<file path="src/rtl/csel_pkg.sv">
package csel_pkg;
  localparam int CN_W   = 8;            // core number width
  localparam int RI_W   = 8;            // register index width
  localparam int ADDR_W = CN_W + RI_W;  // bus address width
  localparam int DW     = 32;           // data width
  localparam int LA_W   = 12;           // per-core local address width
  localparam int LG_W   = 4;            // slot span log2 field width

  // True when core number cn falls in the 2^lg slots starting at base.
  function automatic logic slot_hit(logic [CN_W-1:0] cn, logic [CN_W-1:0] base,
                                    logic [LG_W-1:0] lg);
    return (cn >> lg) == (base >> lg);
  endfunction

  // Local address: the low lg core-number bits above the register index.
  function automatic logic [LA_W-1:0] local_addr(logic [CN_W-1:0] cn,
                                                 logic [RI_W-1:0] ri,
                                                 logic [LG_W-1:0] lg);
    logic [CN_W-1:0] mask;
    logic [CN_W-1:0] low;
    mask = CN_W'((32'd1 << lg) - 32'd1);
    low  = cn & mask;
    return LA_W'({low, ri});
  endfunction
endpackage

</file>
<file path="src/rtl/csel_decode.sv">
module csel_decode #(
  parameter int N_CORES = 4,
  parameter logic [N_CORES*csel_pkg::CN_W-1:0] CORE_BASE = '0,
  parameter logic [N_CORES*csel_pkg::LG_W-1:0] CORE_SPAN_LG = '0
) (
  input  logic                                   bus_cs,
  input  logic [csel_pkg::CN_W-1:0]              cn,
  input  logic [csel_pkg::RI_W-1:0]              ri,
  output logic [N_CORES-1:0]                     cs_vec,
  output logic [N_CORES*csel_pkg::LA_W-1:0]      la_vec
);
  import csel_pkg::*;

  for (genvar i = 0; i < N_CORES; i++) begin : g_core
    localparam logic [CN_W-1:0] BASE = CORE_BASE[i*CN_W +: CN_W];
    localparam logic [LG_W-1:0] LG   = CORE_SPAN_LG[i*LG_W +: LG_W];
    assign cs_vec[i] = bus_cs & slot_hit(cn, BASE, LG);
    assign la_vec[i*LA_W +: LA_W] = local_addr(cn, ri, LG);
  end
endmodule

</file>
<file path="src/rtl/csel_align.sv">
module csel_align #(
  parameter int N_CORES = 4,
  parameter logic [N_CORES-1:0] CORE_BLKMEM = '0
) (
  input  logic                              clk,
  input  logic                              rst,
  input  logic [N_CORES*csel_pkg::DW-1:0]   in_rdata,
  input  logic [N_CORES-1:0]                in_err,
  output logic [N_CORES*csel_pkg::DW-1:0]   out_rdata,
  output logic [N_CORES-1:0]                out_err
);
  import csel_pkg::*;
  localparam bit ALIGN_ON = |CORE_BLKMEM;

  for (genvar i = 0; i < N_CORES; i++) begin : g_core
    if (ALIGN_ON && !CORE_BLKMEM[i]) begin : g_reg
      logic [DW-1:0] d_q;
      logic          e_q;
      always_ff @(posedge clk) begin
        if (rst) begin
          d_q <= '0;
          e_q <= 1'b0;
        end else begin
          d_q <= in_rdata[i*DW +: DW];
          e_q <= in_err[i];
        end
      end
      assign out_rdata[i*DW +: DW] = d_q;
      assign out_err[i]            = e_q;
    end else begin : g_thru
      assign out_rdata[i*DW +: DW] = in_rdata[i*DW +: DW];
      assign out_err[i]            = in_err[i];
    end
  end
endmodule

</file>
<file path="src/rtl/csel_readmux.sv">
module csel_readmux #(
  parameter int N_CORES = 4,
  parameter logic [N_CORES*csel_pkg::CN_W-1:0] CORE_BASE = '0,
  parameter logic [N_CORES*csel_pkg::LG_W-1:0] CORE_SPAN_LG = '0
) (
  input  logic [csel_pkg::CN_W-1:0]         sel_cn,
  input  logic [N_CORES*csel_pkg::DW-1:0]   al_rdata,
  input  logic [N_CORES-1:0]                al_err,
  output logic [csel_pkg::DW-1:0]           rdata,
  output logic                              err,
  output logic                              miss
);
  import csel_pkg::*;

  always_comb begin
    rdata = '0;
    err   = 1'b1;
    miss  = 1'b1;
    for (int i = 0; i < N_CORES; i++) begin
      if (slot_hit(sel_cn, CORE_BASE[i*CN_W +: CN_W], CORE_SPAN_LG[i*LG_W +: LG_W])) begin
        rdata = al_rdata[i*DW +: DW];
        err   = al_err[i];
        miss  = 1'b0;
      end
    end
  end
endmodule

</file>
<file path="src/rtl/csel_top.sv">
module csel_top #(
  parameter int N_CORES = 4,
  parameter logic [N_CORES*8-1:0] CORE_BASE     = 32'h10_04_01_00,
  parameter logic [N_CORES*4-1:0] CORE_SPAN_LG  = 16'h4200,
  parameter logic [N_CORES-1:0]   CORE_BLKMEM   = 4'b0100,
  parameter logic [N_CORES-1:0]   CORE_HAS_ERR  = 4'b1101,
  parameter logic [N_CORES-1:0]   CORE_RST_HIGH = 4'b0010
) (
  input  logic                     clk,
  input  logic                     sys_rst,
  input  logic                     sys_cs,
  input  logic                     sys_we,
  input  logic [15:0]              sys_addr,
  input  logic [31:0]              sys_wdata,
  output logic [31:0]              sys_rdata,
  output logic                     sys_err,
  output logic [N_CORES-1:0]       core_cs,
  output logic                     core_we,
  output logic [N_CORES*12-1:0]    core_addr,
  output logic [31:0]              core_wdata,
  input  logic [N_CORES*32-1:0]    core_rdata,
  input  logic [N_CORES-1:0]       core_err,
  output logic [N_CORES-1:0]       core_rst
);
  import csel_pkg::*;
  localparam bit ALIGN_ON = |CORE_BLKMEM;

  // Named internal events, visible to the bound checker.
  logic [CN_W-1:0]        cn;
  logic [RI_W-1:0]        ri;
  logic                   rd_req;
  logic [CN_W-1:0]        sel_q;
  logic [CN_W-1:0]        sel_out;
  logic                   out_miss;
  logic [N_CORES-1:0]     err_m;
  logic [N_CORES*DW-1:0]  al_rdata;
  logic [N_CORES-1:0]     al_err;

  assign cn     = sys_addr[ADDR_W-1 -: CN_W];
  assign ri     = sys_addr[RI_W-1:0];
  assign rd_req = sys_cs & ~sys_we;

  assign core_we    = sys_we;
  assign core_wdata = sys_wdata;
  assign core_rst   = ({N_CORES{sys_rst}} & CORE_RST_HIGH) |
                      ({N_CORES{~sys_rst}} & ~CORE_RST_HIGH);
  assign err_m      = core_err & CORE_HAS_ERR;

  csel_decode #(
    .N_CORES(N_CORES), .CORE_BASE(CORE_BASE), .CORE_SPAN_LG(CORE_SPAN_LG)
  ) u_dec (
    .bus_cs(sys_cs), .cn(cn), .ri(ri), .cs_vec(core_cs), .la_vec(core_addr)
  );

  // Selection capture: the core number of the latest read.
  always_ff @(posedge clk) begin
    if (sys_rst)      sel_q <= '0;
    else if (rd_req)  sel_q <= cn;
  end

  if (ALIGN_ON) begin : g_sel_dly
    logic [CN_W-1:0] sel_d;
    always_ff @(posedge clk) begin
      if (sys_rst) sel_d <= '0;
      else         sel_d <= sel_q;
    end
    assign sel_out = sel_d;
  end else begin : g_sel_thru
    assign sel_out = sel_q;
  end

  csel_align #(
    .N_CORES(N_CORES), .CORE_BLKMEM(CORE_BLKMEM)
  ) u_align (
    .clk(clk), .rst(sys_rst), .in_rdata(core_rdata), .in_err(err_m),
    .out_rdata(al_rdata), .out_err(al_err)
  );

  csel_readmux #(
    .N_CORES(N_CORES), .CORE_BASE(CORE_BASE), .CORE_SPAN_LG(CORE_SPAN_LG)
  ) u_mux (
    .sel_cn(sel_out), .al_rdata(al_rdata), .al_err(al_err),
    .rdata(sys_rdata), .err(sys_err), .miss(out_miss)
  );
endmodule

</file>
<file path="config.mk">
export PLATFORM = sky130hd
export DESIGN_NAME = csel_top
export DESIGN_NICKNAME = d
export VERILOG_FILES = /design/src/rtl/csel_pkg.sv /design/src/rtl/csel_decode.sv /design/src/rtl/csel_align.sv /design/src/rtl/csel_readmux.sv /design/src/rtl/csel_top.sv
export SDC_FILE = /design/constraint.sdc
export NUM_CORES = 1
export LEC_CHECK = 0
export BUFFER_PORTS_ARGS = -buffer_cell sky130_fd_sc_hd__buf_2
export CORE_AREA = 2 2 117 119
export DETAILED_ROUTE_END_ITERATION = 12
export DIE_AREA = 0 0 119 121
export GPL_ROUTABILITY_DRIVEN = 0
export PLACE_DENSITY = 0.72
export SETUP_SLACK_MARGIN = 0.15
export SYNTH_ARGS = -nofsm -noshare
export SYNTH_HDL_FRONTEND = slang
export SYNTH_SLANG_ARGS = --single-unit
</file>
<file path="constraint.sdc">
create_clock -name clk -period 1.8 [get_ports clk]
set_clock_uncertainty 0.1 [all_clocks]
set_input_delay 0.27 -clock clk [delete_from_list [all_inputs] [get_ports clk]]
set_output_delay 0.27 -clock clk [all_outputs]
set_load 0.05 [all_outputs]
</file>
==> impl_metrics.tcl <==
set metrics [dict create \
    internal_power_uw 5860 \
    rows 42 \
    crit_type "reg2out" \
    area_growth_pct 63.2 \
    globalRouteOverflowTotal 0 \
    placed_area_um2 6260 \
    io_pins 306 \
    power_density_nw_per_um2 929 \
    path_max_fanout 8 \
    syn_area_um2 5390 \
    die_area_um2 14400 \
    cts.sinks 114 \
    post_synth_inst_count 496 \
    fillerInstances 889 \
    yosys_warnings 0 \
    violations "setup timing" \
    antenna_left 0 \
    rrSetupSlack_ns 0.97 \
    max_freq_mhz 436 \
    status "finished, violations left" \
    switching_power_uw 2310 \
    switching_share_pct 28.2 \
    vias 4409 \
    drt-initial-drc-count 177 \
    antenna_found_initial 1 \
    clk_path_buf_depth 2 \
    synth_cell_type_count 33 \
    min_path_cells 2 \
    timing.final.crit_share_pct 127 \
    cts_made_buffers 17 \
    track_usage_pct 22.4 \
    firstDrtPassIters 4 \
    worstSetupStartpointType "register" \
    final_area_um2 8790 \
    cp_data_arrival_time_ns 1.92 \
    drv_cap 0 \
    reg2reg_depth 2 \
    drc 0 \
    setup_viol 33 \
    clkTransAtPathRegs_ns 0.05 \
    syn_avg_cell_area_um2 10.9 \
    whs_ns 0.0116 \
    min_path_type "in2reg" \
    worstPathRequired_ns 1.43 \
    slew_viol_final 0 \
    root_buffer "clkbuf_16" \
    rsz0062_at_grt "true" \
    die_h_um 121 \
    grt_first_pass_wirelength_mm 24.3 \
    grt_pass1_vias 4705 \
    port_buffers 190 \
    start_util_pct 41.2 \
    clockPowerShare_pct 41.0 \
    drt_wl_total_mm 16.9 \
    power_frac_comb_pct 25.8 \
    layout_common_cells "buf_2 (152), nor2b_1 (139), dfxtp_1 (109)" \
    p_seq_share_pct 33.2 \
    post-dp-hpwl_mm 9.54 \
    setup_ws_ns -0.495 \
    clock_latency_ns 0.41 \
    avgRoutedWirePerCell_um 18.3 \
    grt_max_degree 70 \
    leakage_uw 0.00367 \
    viasPerCell 4.79 \
    synth_seq_cells 114 \
    htree_levels 4 \
    fin_crit_ns 2.29 \
    fin_nets 914 \
    hold_violations 0 \
    ir_drop_uv 639 \
    synth-seq-area-share_pct 42.4 \
    cts_tree "done" \
    die_w_um 119 \
    layout-drive-gt1-share_pct 50.2 \
    final_common_cell "buf_2" \
    setup.worst_path.end_class "output port" \
    coreArea_um2 13100 \
]
## logic make-up after synthesis
family | Yosys count | synth area share (%)
simple gates | 188 | 24.1
other cells | 1 | 0.0696
compound gates | 40 | 9.90
mux | 34 | 7.48
buf+inv | 119 | 16.1
flops | 114 | 42.4
## metal layers
layer  up-vias  track usage (%)  wire (um)
li1       2045                -          -
met1      2058             21.9       5910
met2       226             41.0       9020
met3        80             7.14       1120
met4         0             13.7        811
met5         -                0          0
## flip-flops by register name (all words and copies together), names as in the netlist
register	cells
u_align.g_core.g_reg.d_q	96
g_sel_dly.sel_d	8
sel_q	8
u_align.g_core.g_reg.e_q	2
## final cells by class
type / instances / area [um^2] / share of cell area [%]
multi-input cells: 273 / 3000 / 34.2
clock buffers: 23 / 498 / 5.67
inverters: 1 / 7.51 / 0.0854
repair buffers: 323 / 2660 / 30.3
flip-flops and latches: 114 / 2290 / 26.1
clock inverters: 9 / 103 / 1.17
diodes: 1 / 2.50 / 0.0285
well taps: 176 / 220 / 2.51
## power by group through the flow
stage / clock network [uW] / logic [uW] / registers (uW)
5_1_grt: 3520 / 2200 / 2730
3_3_place_gp: 0 / 1450 / 2750
2_1_floorplan: 0 / 1500 / 2740
3_5_place_dp: 0 / 1470 / 2760
6_report: 3350 / 2100 / 2710
4_1_cts: 3390 / 1920 / 2710
## metrics by stage
step / total power [uW] / worst slack [ns] / util, % / instances / setup TNS [ns]
floorplan: 4240 / -0.0517 / - / 505 / -1.55
global placement: 4210 / -0.203 / 47.8 / 777 / -4.21
CTS: 8020 / -0.514 / 63.8 / 912 / -14.96
finish: 8170 / -0.495 / 67.2 / 920 / -14.82
detailed placement: 4230 / -0.216 / 47.8 / 777 / -4.56
global route: 8440 / -0.574 / 67.2 / 920 / -17.12
## worst max-delay path, stage by stage, from the launching register on
cell	delay, ns
dfxtp_4	0.46
buf_12	0.17
mux2_2	0.37
a221oi_4	0.28
nor3_4	0.06
buf_6	0.16
## Yosys cell counts, drive strengths merged
cell,instances,area share (%)
nor3b,1,0.14
nor3,33,5.9
conb,1,0.070
o31ai,1,0.14
clkbuf,19,2.0
and3,1,0.12
nor2b,139,16
nor2,4,0.28
and2b,1,0.19
inv,1,0.070
dfxtp,114,42
a21oi,1,0.093
a221oi,32,8.7
mux2,32,7.1
nand2,1,0.070
o22a,6,0.98
nor4b,2,0.33
nor4,2,0.51
or3,1,0.12
and2,1,0.12
or2b,1,0.14
buf,99,14
nand2b,1,0.12
mux2i,2,0.37
## worst paths after layout
kind                                                   endpoint          startpoint
worst min-delay path            u_align.g_core[1].g_reg.d_q[25]      core_rdata[57]
worst max-delay path                              sys_rdata[13]  g_sel_dly.sel_d[0]
worst min register to register               g_sel_dly.sel_d[0]            sel_q[0]
worst max register to register                         sel_q[6]            sel_q[6]
## what timing repair did
item,4_1_cts,5_1_grt
cloned,4,2
hold buffers,95,0
buffers inserted,4,5
resized for setup,101,47
endpoints found under the hold margin,95,0
setup endpoints to repair,35,35
pin swaps,20,35
No activity file was read; power rests on OpenSTA's default activity.
